[src/rtl/pea_pkg.sv]
package pea_pkg;

    typedef enum logic [1:0] {
        SCAN_IDLE,
        SCAN_PICK,
        SCAN_WAIT,
        SCAN_DONE
    } scan_state_e;

    // Clock cycles per sample period for a given rate selection.
    function automatic int unsigned rate_div(input int unsigned clk_hz, input logic [1:0] sel);
        int unsigned rate;
        unique case (sel)
            2'd0:    rate = 8;
            2'd1:    rate = 64;
            2'd2:    rate = 256;
            default: rate = 1024;
        endcase
        return (clk_hz / rate > 0) ? clk_hz / rate : 1;
    endfunction

endpackage

[src/rtl/pea_tick_gen.sv]
module pea_tick_gen #(
    parameter int unsigned CLK_HZ = 1_000_000
) (
    input  logic       clk,
    input  logic       rst_n,
    input  logic [1:0] rate_sel,
    output logic       tick
);
    localparam int unsigned DIV_MAX = CLK_HZ / 8 + 1;
    localparam int unsigned CNT_W   = $clog2(DIV_MAX + 1);

    logic [CNT_W-1:0] cnt_q;
    logic [CNT_W-1:0] limit;

    always_comb begin
        limit = CNT_W'(pea_pkg::rate_div(CLK_HZ, rate_sel) - 1);
        tick  = (cnt_q >= limit);
    end

    always_ff @(posedge clk) begin
        if (!rst_n)    cnt_q <= '0;
        else if (tick) cnt_q <= '0;
        else           cnt_q <= cnt_q + CNT_W'(1);
    end
endmodule

[src/rtl/pea_power_calc.sv]
module pea_power_calc #(
    parameter int SNS_W    = 16,
    parameter int BUS_W    = 16,
    parameter int BUS_KEEP = 14,
    parameter int PWR_W    = 28
) (
    input  logic [BUS_W-1:0]        bus,
    input  logic [SNS_W-1:0]        sense,
    output logic signed [PWR_W-1:0] power
);
    localparam int PROD_W = SNS_W + BUS_KEEP + 1;

    logic signed [BUS_KEEP:0]     bus_s;
    logic signed [PROD_W-1:0]     prod;
    logic [BUS_W-BUS_KEEP-1:0]    bus_frac_unused;

    assign bus_frac_unused = bus[BUS_W-BUS_KEEP-1:0];
    assign bus_s = {1'b0, bus[BUS_W-1 -: BUS_KEEP]};
    assign prod  = PROD_W'($signed(sense)) * PROD_W'(bus_s);
    // Dropping low bits of a two's complement product rounds toward minus infinity.
    assign power = prod[PROD_W-1 -: PWR_W];
endmodule

[src/rtl/pea_acc_bank.sv]
module pea_acc_bank #(
    parameter int NCH   = 4,
    parameter int PWR_W = 28,
    parameter int ACC_W = 48,
    parameter int CNT_W = 24,
    parameter int CH_W  = 2
) (
    input  logic                    clk,
    input  logic                    rst_n,
    input  logic                    clear,
    input  logic                    wr_en,
    input  logic [CH_W-1:0]         wr_ch,
    input  logic signed [PWR_W-1:0] wr_pwr,
    input  logic                    cnt_inc,
    output logic [NCH*ACC_W-1:0]    acc_flat,
    output logic [NCH*PWR_W-1:0]    pwr_flat,
    output logic [CNT_W-1:0]        count,
    output logic                    ovf_flag
);
    logic [NCH-1:0]   ovf_hit;
    logic [CNT_W-1:0] cnt_q;
    logic [CNT_W-1:0] cnt_base;
    logic             cnt_wrap;
    logic             ovf_q;

    for (genvar g = 0; g < NCH; g++) begin : g_ch
        logic signed [ACC_W-1:0] acc_q;
        logic signed [ACC_W-1:0] base;
        logic signed [ACC_W-1:0] addend;
        logic signed [ACC_W-1:0] sum;
        logic signed [PWR_W-1:0] pwr_q;
        logic                    hit;

        assign hit        = wr_en && (wr_ch == CH_W'(g));
        assign base       = clear ? '0 : acc_q;
        assign addend     = ACC_W'(wr_pwr);
        assign sum        = base + addend;
        assign ovf_hit[g] = hit && (base[ACC_W-1] == addend[ACC_W-1])
                                && (sum[ACC_W-1] != base[ACC_W-1]);

        always_ff @(posedge clk) begin
            if (!rst_n) begin
                acc_q <= '0;
                pwr_q <= '0;
            end else if (hit) begin
                acc_q <= sum;
                pwr_q <= wr_pwr;
            end else if (clear) begin
                acc_q <= '0;
            end
        end

        assign acc_flat[g*ACC_W +: ACC_W] = acc_q;
        assign pwr_flat[g*PWR_W +: PWR_W] = pwr_q;
    end

    assign cnt_base = clear ? '0 : cnt_q;
    assign cnt_wrap = cnt_inc && (&cnt_base);

    always_ff @(posedge clk) begin
        if (!rst_n) begin
            cnt_q <= '0;
            ovf_q <= 1'b0;
        end else begin
            cnt_q <= cnt_inc ? cnt_base + CNT_W'(1) : cnt_base;
            ovf_q <= (clear ? 1'b0 : ovf_q) | (|ovf_hit) | cnt_wrap;
        end
    end

    assign count    = cnt_q;
    assign ovf_flag = ovf_q;
endmodule

[src/rtl/pwr_energy_acc.sv]
module pwr_energy_acc #(
    parameter int unsigned CLK_HZ = 1_000_000,
    parameter int          NCH    = 4,
    parameter int          ACC_W  = 48,
    parameter int          CNT_W  = 24,
    localparam int         CH_W   = (NCH > 1) ? $clog2(NCH) : 1,
    localparam int         PWR_W  = 28
) (
    input  logic                 clk,
    input  logic                 rst_n,
    input  logic [NCH-1:0]       chan_mask,
    input  logic [1:0]           rate_sel,
    input  logic                 refresh,
    input  logic                 ovf_alert_en,
    input  logic                 done_alert_en,
    output logic                 smp_req,
    output logic [CH_W-1:0]      req_chan,
    input  logic                 smp_valid,
    input  logic [CH_W-1:0]      smp_chan,
    input  logic [15:0]          smp_bus,
    input  logic [15:0]          smp_sense,
    output logic [NCH*PWR_W-1:0] pwr_flat,
    output logic [NCH*ACC_W-1:0] acc_flat,
    output logic [CNT_W-1:0]     acc_count,
    output logic                 scan_done,
    output logic                 alert
);
    import pea_pkg::*;

    localparam int IDX_W = $clog2(NCH + 1);

    scan_state_e             state_q, state_d;
    logic [IDX_W-1:0]        ch_idx_q, ch_idx_d;
    logic [NCH-1:0]          mask_q, mask_d;
    logic [CH_W-1:0]         ch_sel;
    logic                    tick;
    logic                    accept;
    logic                    ovf_flag;
    logic signed [PWR_W-1:0] power;

    pea_tick_gen #(.CLK_HZ(CLK_HZ)) u_tick (
        .clk      (clk),
        .rst_n    (rst_n),
        .rate_sel (rate_sel),
        .tick     (tick)
    );

    pea_power_calc #(.SNS_W(16), .BUS_W(16), .BUS_KEEP(14), .PWR_W(PWR_W)) u_pwr (
        .bus   (smp_bus),
        .sense (smp_sense),
        .power (power)
    );

    assign ch_sel = ch_idx_q[CH_W-1:0];
    assign accept = (state_q == SCAN_WAIT) && smp_valid && (smp_chan == ch_sel);

    // Next-state logic for the scan sequencer.
    always_comb begin
        state_d  = state_q;
        ch_idx_d = ch_idx_q;
        mask_d   = mask_q;
        unique case (state_q)
            SCAN_IDLE: begin
                if (tick && (|chan_mask)) begin
                    mask_d   = chan_mask;
                    ch_idx_d = '0;
                    state_d  = SCAN_PICK;
                end
            end
            SCAN_PICK: begin
                if (ch_idx_q == IDX_W'(NCH))  state_d  = SCAN_DONE;
                else if (mask_q[ch_sel])      state_d  = SCAN_WAIT;
                else                          ch_idx_d = ch_idx_q + IDX_W'(1);
            end
            SCAN_WAIT: begin
                if (accept) begin
                    ch_idx_d = ch_idx_q + IDX_W'(1);
                    state_d  = SCAN_PICK;
                end
            end
            SCAN_DONE: state_d = SCAN_IDLE;
            default:   state_d = SCAN_IDLE;
        endcase
    end

    // State register.
    always_ff @(posedge clk) begin
        if (!rst_n) begin
            state_q  <= SCAN_IDLE;
            ch_idx_q <= '0;
            mask_q   <= '0;
        end else begin
            state_q  <= state_d;
            ch_idx_q <= ch_idx_d;
            mask_q   <= mask_d;
        end
    end

    // Outputs decoded from the state.
    always_comb begin
        smp_req   = (state_q == SCAN_WAIT);
        req_chan  = ch_sel;
        scan_done = (state_q == SCAN_DONE);
        alert     = (ovf_alert_en && ovf_flag) || (done_alert_en && scan_done);
    end

    pea_acc_bank #(
        .NCH   (NCH),
        .PWR_W (PWR_W),
        .ACC_W (ACC_W),
        .CNT_W (CNT_W),
        .CH_W  (CH_W)
    ) u_bank (
        .clk      (clk),
        .rst_n    (rst_n),
        .clear    (refresh),
        .wr_en    (accept),
        .wr_ch    (ch_sel),
        .wr_pwr   (power),
        .cnt_inc  (scan_done),
        .acc_flat (acc_flat),
        .pwr_flat (pwr_flat),
        .count    (acc_count),
        .ovf_flag (ovf_flag)
    );
endmodule

[config.mk]
export PLATFORM = sky130hd
export DESIGN_NAME = pwr_energy_acc
export DESIGN_NICKNAME = d
export VERILOG_FILES = /design/src/rtl/pea_pkg.sv /design/src/rtl/pea_tick_gen.sv /design/src/rtl/pea_power_calc.sv /design/src/rtl/pea_acc_bank.sv /design/src/rtl/pwr_energy_acc.sv
export SDC_FILE = /design/constraint.sdc
export NUM_CORES = 2
export LEC_CHECK = 0
export ABC_AREA = 0
export BUFFER_PORTS_ARGS = -buffer_cell sky130_fd_sc_hd__buf_4
export CORE_ASPECT_RATIO = 0.7
export CORE_MARGIN = 3
export CORE_UTILIZATION = 65
export CTS_CLUSTER_DIAMETER = 150
export DETAILED_ROUTE_END_ITERATION = 6
export PLACE_DENSITY = 0.87
export SYNTH_ARGS = -nofsm -noshare
export SYNTH_HDL_FRONTEND = slang
export SYNTH_SLANG_ARGS = --single-unit
[constraint.sdc]
create_clock -name clk -period 22.8 [get_ports clk]
set_input_delay 2.28 -clock clk [delete_from_list [all_inputs] [get_ports clk]]
set_output_delay 2.28 -clock clk [all_outputs]
set_load 0.01 [all_outputs]
# == Word-level counts from Yosys, hierarchy flattened ==
# Cells that the tools add are included.
# word_totals
input_bits,46
wordCells,108
regBits,355
out_inout_bits,333
# op_classes
n_div,1
reduce_logical,30
mul,1
mux,25
magnitude_cmp,3
n_addsub,8
eq_ne,23
bitwise,3
# op_table
operator,n
48-bit 2-to-1 mux,8
48-bit by 28-bit adder with 48-bit output,4
24-bit 2-to-1 mux,2
11-bit case mux with 3 select lines,1
20-bit by 32-bit divider with 32-bit output (first input constant),1
32-bit by 1-bit greater-than comparator with 1-bit output (second input constant),1
16-bit by 15-bit multiplier with 31-bit output,1
24-bit by 1-bit adder with 24-bit output (second input constant),1
24-bit AND reduction,1
1-bit logical AND,18
17-bit by 1-bit adder with 17-bit output (second input constant),1
17-bit >= comparator,1
17-bit 2-to-1 mux,1
17-bit by 1-bit subtractor with 17-bit output (second input constant),1
3-bit 2-to-1 mux,4
2-bit == test (second input constant),5
3-bit case mux with 3 select lines,1
2-bit 2-to-1 mux,4
2-bit case mux with 4 select lines,1
4-bit OR reduction,2
2-bit by 1-bit == test with 1-bit output (second input constant),3
2-bit logical NOT,3
2-bit inequality test (second input constant),3
5-bit AND reduction,1
17 further kinds,25

# == Longest topological paths before layout ==
# logic_depth
ltp_word,10
ltp_mapped,37

# == Hierarchy ==
# A second synthesis with hierarchy kept.
# hier_totals
cells_unflattened,4299
hier_area_um2,33701.1
# by_module_without_submodules
mod,seq_area_each_um2,cells_per_inst,area_each_um2,n_inst
pea_acc_bank,6586.3,3055,22740.6,1
pea_power_calc,0.0,964,8597.0,1
pea_tick_gen,340.3,205,1716.6,1
pwr_energy_acc,180.2,75,646.9,1

# == Worst setup path after synthesis ==
# OpenSTA, ideal clock, no wires.
# synth_timing
path_kind,input port to flip-flop
startpoint,in smp_sense[15]
endpoint,"reg u_bank.ovf_q, in the netlist u_bank.ovf_flag"
stages,33
path_buffers,1
required_time_ps,22740
path_slack_ps,10644
arrival_ps,12096
setup_time_ps,60
path_cell_list,clkbuf_1 > nand2_1 > inv_1 > fa_1 > fa_1 > fa_1 > inv_1 > fa_1 > inv_1 > fa_1 > fa_1 > ha_1 > a21o_1 > a221oi_1 > o21bai_1 > a21oi_1 > nor2b_1 > o21a_1 > o31ai_1 > xnor2_1 > inv_1 > ha_1 > a21o_1 > a21oi_1 > nand2_1 > a21o_1 > a2111oi_0 > nand2_1 > a31o_1 > or2_0 > mux2_2 > o22ai_1 > o41a_1
# synth_between
elab_chain_cells,7
elab_cells_between_ends,24
# synth_lines
element,line,rtl
start: declaration,pwr_energy_acc.sv:21,"input logic [15:0] smp_sense,"
16-bit by 15-bit multiplier with 31-bit output *,pea_power_calc.sv:19,assign prod = PROD_W'($signed(sense)) * PROD_W'(bus_s);
net power[27],pwr_energy_acc.sv:39,logic signed [PWR_W-1:0] power;
48-bit by 28-bit adder with 48-bit output / 1-bit == test (equally long branches),"pea_acc_bank.sv:37, pea_acc_bank.sv:38",
1-bit inequality test / 1-bit logical AND (equally long branches),"pea_acc_bank.sv:39, pea_acc_bank.sv:38",
1-bit logical AND,pea_acc_bank.sv:39,&& (sum[ACC_W-1] != base[ACC_W-1]);
4-bit OR reduction *,pea_acc_bank.sv:66,ovf_q <= (clear ? 1'b0 : ovf_q) | (|ovf_hit) | cnt_wrap;
1-bit bitwise OR * (2 in a row),pea_acc_bank.sv:66,
end signal: assignment,pea_acc_bank.sv:66,
end: declaration,pea_acc_bank.sv:24,logic ovf_q;
# The timed path passes the listed nets; every way through them passes the cells marked *.
# A chain may end at the register's enable or synchronous reset.

# == Worst setup path after layout ==
# layout_timing
startpoint,in smp_sense[15]
endpoint,reg u_bank.g_ch[3].acc_q[46]
# layout_between
elab_chain_cells,3
# layout_lines
element,line,rtl
16-bit by 15-bit multiplier with 31-bit output,pea_power_calc.sv:19,
net power[27],pwr_energy_acc.sv:39,
48-bit by 28-bit adder with 48-bit output,pea_acc_bank.sv:37,assign sum = base + addend;
48-bit 2-to-1 mux,pea_acc_bank.sv:45,end else if (hit) begin
end signal: assignment,pea_acc_bank.sv:46,acc_q <= sum;
end: declaration,pea_acc_bank.sv:27,logic signed [ACC_W-1:0] acc_q;
# The timed path passes the listed nets, and every way through them passes these cells.

==> results.sh <==
export IMPL_die_x_microns=274
export IMPL_cts_root_buffer="clkbuf_16"
export IMPL_slew_violations=0
export IMPL_grt_pass1_wl_microns=154000
export IMPL_grt_use_total_pct=36.1
export IMPL_drc_errors=0
export IMPL_crit_path_max_fanout=54
export IMPL_cts_max_level=2
export IMPL_initial_core_util_pct=66.2
export IMPL_wl_per_cell_microns=19.6
export IMPL_cp_arrival_ns=13.09
export IMPL_setup_viol=0
export IMPL_drtAntennaViolNets=0
export IMPL_syn_avg_cell_area_sq_um=8.22
export IMPL_antenna_found_initial=1
export IMPL_fin_tns_setup_ns=0
export IMPL_synth_top_area_cell="dfxtp_1"
export IMPL_synth_most_common_cell="nand2_1"
export IMPL_synth_seq_cells=355
export IMPL_clk_path_buf_depth=3
export IMPL_drive_above_1_share_pct=12.7
export IMPL_dp_cells=4882
export IMPL_core_sq_um=49500
export IMPL_clkTransAtPathRegs_ns=0.06
export IMPL_nFillCells=3660
export IMPL_dpl_hpwl_microns=71900
export IMPL_vias=29500
export IMPL_synth_edf_count=0
export IMPL_rsz0062_at_grt="no"
export IMPL_fin_cells=4952
export IMPL_status="complete, no violations"
export IMPL_rows=68
export IMPL_post_route_period_util_pct=55.4
export IMPL_viasPerCell=5.96
export IMPL_dieArea_sq_um=53200
export IMPL_cts_resized=0
export IMPL_clock_sinks=355
export IMPL_hold_violations=0
export IMPL_cp_common_cell="fa_1"
export IMPL_synth_main_ff_cell="dfxtp_1"
export IMPL_clk_latency_ns=0.58
export IMPL_grt_max_degree=111
export IMPL_synth_cells=3983
export IMPL_worstSetupPathType="input pin to flip-flop"
export IMPL_slew_headroom_pct=17.1
export IMPL_synthTopCellsByArea="dfxtp_1 22%, fa_1 14%, ha_1 12%, nand2_1 6.1%, and2_1 5.3%"
export IMPL_endpoint_kind="flip-flop"
export IMPL_cts_tree="yes"
export IMPL_die_y_microns=194
export IMPL_drt_pass1_iter_count=5
export IMPL_multi_input_area_sq_um=24000
export IMPL_syn_area_sq_um=32800
export IMPL_seq_area_frac_synth_pct=21.7
export IMPL_required_ns=23.27
export IMPL_io_pins=379
export IMPL_port_buffers=376
export IMPL_slowest_stage="fa_1"
export IMPL_yosysWarningCount=0
export IMPL_wl_microns=96800
export IMPL_drtIter0Drc=2303
export IMPL_grt_pass1_vias=28800
export IMPL_fin_crit_ns=12.62
export IMPL_synthDistinctLibCells=90
export IMPL_crit_path_max_incr_delay_ns=0.77
export IMPL_grt_overflow=0
export IMPL_nets=4828
export IMPL_yosys_area_top_type_share_pct=21.7
export IMPL_fin_worst_skew_ns=0.0177
export IMPL_seqCellArea_sq_um=7110
export IMPL_async_flop_share_pct=0
export IMPL_tightest_slew_ns=1.24
export IMPL_numCtsBuffers=39
export IMPL_hold_buffers=0
export IMPL_startpoint_type="input pin"
export IMPL_syn_to_final_growth_pct=14.2
export IMPL_post_cts_buffers=0
export IMPL_min_path_type="flip-flop to flip-flop"
export IMPL_place_congestion=0.953
export IMPL_syn_nets=4553
export IMPL_yosys_top_cells_count="531 x nand2_1, 355 x dfxtp_1, 302 x ha_1"
export IMPL_fmax_mhz=79.2
export IMPL_cap_violations=0
-- critical path, delay by kind of cell --
family                   cells  cell delay [ns]
adder cells (fa/ha/maj)      8             4.49
AO/OA/AOI/OAI               12             2.85
buffers and inverters        7             1.70
AND/OR/NAND/NOR              7             1.33
XOR/XNOR                     2             0.32
-- flip-flops by register name, summed over array words and instances, names as in the netlist --
name,count
u_bank.g_ch.acc_q,192
u_bank.g_ch.pwr_q,112
u_bank.count,24
u_tick.cnt_q,17
mask_q,4
ch_idx_q,3
state_q,2
u_bank.ovf_flag,1
-- placed cells by master, fill, tap and decap left out, drive strengths merged, types with 20 or more instances in the layout --
master and n:
ha 302, o211a 47, nor2b 243, nand4 22
nand2 531, xor2 119, buf 403, a21o 70
xnor2 120, a21oi 208, o21a 46, nor2 148
o21bai 26, and2 284, clkbuf 54, fa 222
dfxtp 355, a21boi 77, o21ai 262, nand2b 48
and3 21, nor3 46, inv 298, a211oi 26
or3 20, nand3 83
-- final cells by class --
class                      count  area share [%]
timing repair buffer         404            8.14
tap                          665            2.23
clock inverter                15           0.422
sequential                   355            19.0
clock buffer                  53            3.02
multi-input combinational   3160            64.2
antenna                        2          0.0134
inverter                     298            2.99
-- kinds of logic after synthesis --
group	count (synthesis)	share of synthesized area (%)
DFF	355	21.7
and+or+nand+nor	1482	22.8
adders and majority gates	524	25.1
muxes	24	0.833
xor gates and xnor gates	239	6.39
buffers and inverters	468	5.41
AOI/OAI and AO/OA	891	17.8
-- metrics by stage --
| stage | cell area, sq um | setup slack (ns) | utilization [%] | hold WS (ns) |
|---|---|---|---|---|
| floorplan | 32800 | 10.64 | - | 0.441 |
| global placement | 36100 | 10.01 | 72.9 | 0.454 |
| detailed placement | 36100 | 9.69 | 72.9 | 0.459 |
| CTS | 37400 | 10.26 | 75.5 | 0.468 |
| global route | 37400 | 9.58 | 75.5 | 0.492 |
| finish | 37400 | 10.18 | 75.5 | 0.466 |
-- routing by layer --
| layer | up-vias | global-route usage, % | wire [microns] |
|---|---|---|---|
| met5 | - | 0 | 0 |
| met4 | 0 | 16.8 | 5020 |
| met3 | 252 | 7.74 | 9470 |
| met2 | 1279 | 55.2 | 41400 |
| met1 | 14100 | 48.9 | 40900 |
| li1 | 13900 | - | - |
-- worst paths after layout --
path / start / to / slack (ns) / depth (start not counted)
worst max-delay path: smp_sense[15] / u_bank.g_ch[3].acc_q[46] / 10.18 / 36
worst min-delay path: u_bank.g_ch[2].pwr_q[4] / u_bank.g_ch[2].pwr_q[4] / 0.47 / 2
worst max register to register: u_bank.g_ch[2].acc_q[0] / u_bank.g_ch[2].acc_q[44] / 18.22 / 15
worst min register to register: u_bank.g_ch[2].pwr_q[4] / u_bank.g_ch[2].pwr_q[4] / 0.47 / 2
Power is not shown: default switching activity piles up to over one toggle a cycle in this logic, so the estimate is an artifact.
